==> config.mk <==
export PLATFORM = sky130hd
export DESIGN_NAME = pipe5_core
export DESIGN_NICKNAME = d
export VERILOG_FILES = /design/src/rtl/pipe5_pkg.sv /design/src/rtl/pipe5_decode.sv /design/src/rtl/pipe5_regfile.sv /design/src/rtl/pipe5_alu.sv /design/src/rtl/pipe5_core.sv
export SDC_FILE = /design/constraint.sdc
export NUM_CORES = 2
export LEC_CHECK = 0
export BUFFER_PORTS_ARGS = -buffer_cell sky130_fd_sc_hd__buf_2
export CORE_MARGIN = 2
export CORE_UTILIZATION = 55
export CTS_BUF_LIST = sky130_fd_sc_hd__clkbuf_16
export CTS_CLUSTER_DIAMETER = 200
export DETAILED_ROUTE_END_ITERATION = 12
export HOLD_SLACK_MARGIN = 0.15
export PLACE_DENSITY = 0.75
export SETUP_SLACK_MARGIN = 0.05
export SLEW_MARGIN = 20
export SYNTH_ARGS = -nofsm -noshare
export SYNTH_HDL_FRONTEND = slang
export SYNTH_SLANG_ARGS = --single-unit
==> constraint.sdc <==
create_clock -name clk -period 14 [get_ports clk]
set_clock_uncertainty 0.1 [all_clocks]
set_input_delay 2.1 -clock clk [delete_from_list [all_inputs] [get_ports clk]]
set_output_delay 2.1 -clock clk [all_outputs]
set_load 0.01 [all_outputs]
==> src/rtl/pipe5_pkg.sv <==
package pipe5_pkg;
  localparam int INSTR_W = 32;
  localparam int RIDX_W  = 5;

  localparam logic [5:0] OP_REG   = 6'h00;
  localparam logic [5:0] OP_LOAD  = 6'h23;
  localparam logic [5:0] OP_STORE = 6'h2B;
  localparam logic [5:0] OP_BEQ   = 6'h04;

  localparam logic [5:0] FN_ADD = 6'h20;
  localparam logic [5:0] FN_SUB = 6'h22;
  localparam logic [5:0] FN_AND = 6'h24;
  localparam logic [5:0] FN_OR  = 6'h25;
  localparam logic [5:0] FN_SLT = 6'h2A;

  typedef enum logic [2:0] {
    ALU_ADD, ALU_SUB, ALU_AND, ALU_OR, ALU_SLT
  } alu_op_e;

  typedef struct packed {
    logic    reg_wr;
    logic    load_sel;
    logic    mem_wr;
    logic    branch;
    logic    use_imm;
    logic    dst_rd;
    alu_op_e alu_op;
  } ctrl_t;
endpackage

==> src/rtl/pipe5_decode.sv <==
module pipe5_decode
  import pipe5_pkg::*;
(
  input  logic [INSTR_W-1:0] instr,
  output ctrl_t              ctrl
);
  logic [5:0] op, fn;
  assign op = instr[31:26];
  assign fn = instr[5:0];

  always_comb begin
    ctrl = '0;
    unique case (op)
      OP_REG: begin
        ctrl.dst_rd = 1'b1;
        ctrl.reg_wr = 1'b1;
        unique case (fn)
          FN_ADD:  ctrl.alu_op = ALU_ADD;
          FN_SUB:  ctrl.alu_op = ALU_SUB;
          FN_AND:  ctrl.alu_op = ALU_AND;
          FN_OR:   ctrl.alu_op = ALU_OR;
          FN_SLT:  ctrl.alu_op = ALU_SLT;
          default: ctrl.reg_wr = 1'b0;
        endcase
      end
      OP_LOAD: begin
        ctrl.reg_wr   = 1'b1;
        ctrl.load_sel = 1'b1;
        ctrl.use_imm  = 1'b1;
      end
      OP_STORE: begin
        ctrl.mem_wr  = 1'b1;
        ctrl.use_imm = 1'b1;
      end
      OP_BEQ: begin
        ctrl.branch = 1'b1;
        ctrl.alu_op = ALU_SUB;
      end
      default: ctrl = '0;
    endcase
  end
endmodule

==> src/rtl/pipe5_regfile.sv <==
module pipe5_regfile #(
  parameter int DATA_W = 32,
  parameter int IDX_W  = 5
) (
  input  logic              clk,
  input  logic              we,
  input  logic [IDX_W-1:0]  waddr,
  input  logic [DATA_W-1:0] wdata,
  input  logic [IDX_W-1:0]  raddr_a,
  input  logic [IDX_W-1:0]  raddr_b,
  output logic [DATA_W-1:0] rdata_a,
  output logic [DATA_W-1:0] rdata_b
);
  localparam int DEPTH = 1 << IDX_W;

  logic [DATA_W-1:0] mem [DEPTH];

  always_ff @(posedge clk) begin
    if (we && waddr != '0) mem[waddr] <= wdata;
  end

  assign rdata_a = (raddr_a == '0) ? '0 : mem[raddr_a];
  assign rdata_b = (raddr_b == '0) ? '0 : mem[raddr_b];
endmodule

==> src/rtl/pipe5_alu.sv <==
module pipe5_alu
  import pipe5_pkg::*;
#(
  parameter int DATA_W = 32
) (
  input  alu_op_e           op,
  input  logic [DATA_W-1:0] a,
  input  logic [DATA_W-1:0] b,
  output logic [DATA_W-1:0] y,
  output logic              zero
);
  always_comb begin
    unique case (op)
      ALU_SUB: y = a - b;
      ALU_AND: y = a & b;
      ALU_OR:  y = a | b;
      ALU_SLT: y = {{(DATA_W-1){1'b0}}, $signed(a) < $signed(b)};
      default: y = a + b;
    endcase
  end
  assign zero = (y == '0);
endmodule

==> src/rtl/pipe5_core.sv <==
module pipe5_core
  import pipe5_pkg::*;
#(
  parameter int DATA_W = 32
) (
  input  logic                clk,
  input  logic                rst,
  output logic [DATA_W-1:0]   imem_addr,
  input  logic [INSTR_W-1:0]  imem_rdata,
  output logic [DATA_W-1:0]   dmem_addr,
  output logic [DATA_W-1:0]   dmem_wdata,
  output logic                dmem_we,
  input  logic [DATA_W-1:0]   dmem_rdata
);
  localparam logic [DATA_W-1:0] STEP = DATA_W'(4);
  localparam int IMM_W = 16;

  // fetch
  logic [DATA_W-1:0] pc_q, pc_inc;
  // fetch -> decode
  logic               ifid_valid;
  logic [INSTR_W-1:0] ifid_instr;
  logic [DATA_W-1:0]  ifid_pc4;
  // decode
  ctrl_t              dec_ctrl, id_ctrl;
  logic [RIDX_W-1:0]  id_rs, id_rt, id_rd;
  logic [DATA_W-1:0]  id_a, id_b, id_imm;
  // decode -> execute
  ctrl_t              idex_ctrl;
  logic [DATA_W-1:0]  idex_a, idex_b, idex_imm, idex_pc4;
  logic [RIDX_W-1:0]  idex_dst;
  // execute
  logic [DATA_W-1:0]  ex_y, ex_opb, ex_tgt;
  logic               ex_zero;
  // execute -> memory
  ctrl_t              exmem_ctrl;
  logic [DATA_W-1:0]  exmem_y, exmem_sdata, exmem_tgt;
  logic               exmem_zero, exmem_we;
  logic [RIDX_W-1:0]  exmem_dst;
  logic               br_take;
  // memory -> write-back
  logic               memwb_we;
  logic [RIDX_W-1:0]  memwb_dst;
  logic [DATA_W-1:0]  memwb_data;

  // ---------------- fetch ----------------
  assign pc_inc    = pc_q + STEP;
  assign imem_addr = pc_q;

  always_ff @(posedge clk) begin
    if (rst)          pc_q <= '0;
    else if (br_take) pc_q <= exmem_tgt;
    else              pc_q <= pc_inc;
  end

  always_ff @(posedge clk) begin
    ifid_valid <= !rst;
    ifid_instr <= imem_rdata;
    ifid_pc4   <= pc_inc;
  end

  // ---------------- decode ----------------
  pipe5_decode dec_i (.instr(ifid_instr), .ctrl(dec_ctrl));

  assign id_ctrl = ifid_valid ? dec_ctrl : '0;
  assign id_rs   = ifid_instr[25:21];
  assign id_rt   = ifid_instr[20:16];
  assign id_rd   = ifid_instr[15:11];
  assign id_imm  = {{(DATA_W-IMM_W){ifid_instr[IMM_W-1]}}, ifid_instr[IMM_W-1:0]};

  pipe5_regfile #(.DATA_W(DATA_W), .IDX_W(RIDX_W)) rf_i (
    .clk(clk), .we(memwb_we), .waddr(memwb_dst), .wdata(memwb_data),
    .raddr_a(id_rs), .raddr_b(id_rt), .rdata_a(id_a), .rdata_b(id_b)
  );

  always_ff @(posedge clk) begin
    idex_ctrl <= rst ? '0 : id_ctrl;
    idex_a    <= id_a;
    idex_b    <= id_b;
    idex_imm  <= id_imm;
    idex_pc4  <= ifid_pc4;
    idex_dst  <= dec_ctrl.dst_rd ? id_rd : id_rt;
  end

  // ---------------- execute ----------------
  assign ex_opb = idex_ctrl.use_imm ? idex_imm : idex_b;
  assign ex_tgt = idex_pc4 + {idex_imm[DATA_W-3:0], 2'b00};

  pipe5_alu #(.DATA_W(DATA_W)) alu_i (
    .op(idex_ctrl.alu_op), .a(idex_a), .b(ex_opb), .y(ex_y), .zero(ex_zero)
  );

  always_ff @(posedge clk) begin
    exmem_ctrl  <= rst ? '0 : idex_ctrl;
    exmem_we    <= !rst && idex_ctrl.mem_wr;
    exmem_y     <= ex_y;
    exmem_zero  <= ex_zero;
    exmem_sdata <= idex_b;
    exmem_tgt   <= ex_tgt;
    exmem_dst   <= idex_dst;
  end

  // ---------------- memory ----------------
  assign br_take    = exmem_ctrl.branch && exmem_zero;
  assign dmem_addr  = exmem_y;
  assign dmem_wdata = exmem_sdata;
  assign dmem_we    = exmem_we;

  always_ff @(posedge clk) begin
    memwb_we   <= !rst && exmem_ctrl.reg_wr;
    memwb_dst  <= exmem_dst;
    memwb_data <= exmem_ctrl.load_sel ? dmem_rdata : exmem_y;
  end
endmodule

==> results.toml <==
[cts]
cts_htree_levels = 4
cts_hold_buf = 0
cts_tree = "done"
clockBufferDepth = 3
clock_latency_ps = 770
numCtsBuffers = 142
cts_sinks = 1390
clk_pin_slew_worst_paths_ps = 60
cts-root-buf = "clkbuf_16"
cts_setup_buffers = 0
post_cts_resized = 0

[routing]
dr_total_vias = 37232
routedWlPerCell_um = 32.5
vias_per_cell = 6.84
antenna_left = 0
drc = 0
routed_wl_mm = 177
drt_iter0_markers = 5392
dr.pass1.iters = 5

[placement]
placed_area_mm2 = 0.0655
globalplace.congestion = 0.920
dp_hpwl_mm = 105
port_buffers = 162

[pwr]
ir_worst_vdd_mv = 0.109
leakage_nw = 24.2
p_per_area_mw_per_mm2 = 149

[grt]
grt_pass1_vias = 37033
grtUsageMet2_pct = 47.9
met1_usage_pct = 42.3
grt_first_pass_wirelength_mm = 255
grt-busiest-layer = "met2"
met3_usage_pct = 6.45
grt_max_degree = 123
track_usage_pct = 30.4
grt_overflow = 0
antenna_found_initial = 12

[setup_path]
rr_worst_depth = 13
cp_data_required_time_ps = 14570
cp-end-kind = "flip-flop"
path_max_fanout = 17
setup.worst_path.class = "reg2reg"
startpoint_type = "flip-flop"
worst_ep_arrival_time_ps = 5800

[sta]
setup_viol = 0
tightest_slew_ps = 1100
rsz0062_at_grt = "no"
relSlewSlack_pct = 26.5
max_freq_mhz = 191
finalHoldViolations = 0
tns_ps = 0
fin_crit_ps = 5230
period_share_pct = 37.4
drv_slew = 0

[logic_synthesis]
ys_ff_latch = 1390
yosysWarnings = 0
synth-main-ff-cell = "edfxtp_1"
yosysSeqAreaShare_pct = 60.7
syn_area_mm2 = 0.0628
synth_area_per_cell_um2 = 17.3
yosysUniqueCellTypes = 96
synth_edf_count = 1024
async_reset_ff_share_pct = 0
syn_inst = 3638

[final_layout]
n_antenna_cell = 0
nets = 4027
syn_to_final_growth_pct = 11.4
final_cell_area_mm2 = 0.0700
drive_gt1_share_pct = 30.2

[hold_path]
hp-class = "reg2reg"
whs_path_depth = 0

[die]
initial_core_util_pct = 55.7
io_pins = 163
dieWidth_um = 342
die_height_um = 342
placementRows = 123
dieArea_mm2 = 0.117
core_area_mm2 = 0.113

[flow_run]
drv_cap = 0

[status]
status = "finished, final reports clean"
-- area by class of cell --
class                           instances  area [um^2]
Fill cell                            7904        42900
Sequential cell                      1390        38100
Multi-Input combinational cell       1938        23700
Clock buffer                          144         3600
Tap cell                             1500         1880
Timing Repair Buffer                  230         1370
Clock inverter                        119          843
Inverter                              120          450
-- power breakdown --
| group | internal, W | switching [W] | leakage [nW] | total, W |
|---|---|---|---|---|
| clock network | 0.00198 | 0.00163 | 2.34 | 0.00361 |
| registers | 0.00503 | 0.000514 | 12.3 | 0.00555 |
| logic | 0.000546 | 0.000737 | 9.62 | 0.00128 |
| total | 0.00756 | 0.00288 | 24.2 | 0.0104 |
-- sequential cells by signal (all words and copies together), names as in the netlist, 8 cells and up --
register    flops
rf_i.mem     1024
dmem_addr      32
dmem_wdata     32
exmem_tgt      32
idex_a         32
idex_b         32
idex_pc4       32
ifid_instr     32
ifid_pc4       32
imem_addr      32
memwb_data     32
idex_imm       16
idex_ctrl       8
-- kinds of logic (layout without fill, tap and decap cells) --
| group | after synthesis | in the layout | synth area share (%) |
|---|---|---|---|
| xor+xnor | 76 | 76 | 1.06 |
| mux | 767 | 767 | 25.1 |
| simple gates | 545 | 545 | 4.16 |
| compound gates | 379 | 379 | 4.04 |
| fa+ha+maj | 139 | 139 | 2.81 |
| other cells | 1 | 32 | 0.00597 |
| buf+inv | 341 | 613 | 2.21 |
| flops | 1390 | 1390 | 60.7 |
-- metrics by stage --
step	total power [W]	hold WS (ps)	util [%]	worst slack, ps	instances
floorplan	0.00623	210	-	9380	3669
global placement	0.00686	210	58.1	8870	5178
detailed placement	0.00688	212	58.1	8850	5178
CTS	0.0105	226	62.0	8810	5441
global route	0.0108	228	62.0	8400	5441
finish	0.0104	226	62.0	8770	5441
-- Yosys cell counts (all sizes together) (39+ instances only) --
library cell,instances,share of area [%]
clkbuf,136,0.91
mux2i,88,1.4
xnor2,58,0.81
buf,84,0.57
o21ai,66,0.53
dfxtp,366,12
a21oi,121,0.96
nor3,52,0.41
ha,136,2.7
inv,119,0.71
mux2,39,0.70
edfxtp,1024,49
mux4,640,23
nand2,86,0.51
nand3,42,0.33
nor2,232,1.4
-- metal layers --
layer  vias up  part of all wire (%)
met2      2475                    48
met5         -                 0.044
met3       408                    11
met4        12                   3.8
met1     19255                    37
li1      15082                     -
-- cells in the final DEF (no fill, tap or decap), drive strengths merged, types with 18 or more instances in the layout --
cell / netlist / final
edfxtp: 1024 / 1024
mux4: 640 / 640
dfxtp: 366 / 366
nor2: 232 / 232
buf: 84 / 230
inv: 119 / 178
clkbuf: 136 / 144
ha: 136 / 136
a21oi: 121 / 121
mux2i: 88 / 88
nand2: 86 / 86
o21ai: 66 / 66
xnor2: 58 / 58
nor3: 52 / 52
clkinv: 1 / 51
nand3: 42 / 42
mux2: 39 / 39
conb: 1 / 32
nor2b: 25 / 25
a21o: 24 / 24
o211ai: 19 / 19
xor2: 18 / 18
o21bai: 18 / 18
-- worst max-delay path, cell delays in order (launching register included) --
cell and delay (ps):
dfxtp_1 830, and2_1 710, a21oi_1 170, ha_1 490, a21oi_1 190, o21ai_0 120, a2111oi_0 560, a211oi_2 240
a41oi_1 400, mux2i_1 260, o221ai_1 170, nor4b_1 540, nand4_1 190, nor4_2 150
-- path summary, 6_finish.rpt --
path	from	end	slack [ps]
setup / recovery	idex_imm[15]	exmem_zero	8770
hold / removal	ifid_pc4[0]	idex_pc4[0]	230
setup reg to reg	idex_imm[15]	exmem_zero	8770
hold reg to reg	ifid_pc4[0]	idex_pc4[0]	230
Note: power is estimated with default switching activity, not from simulation.
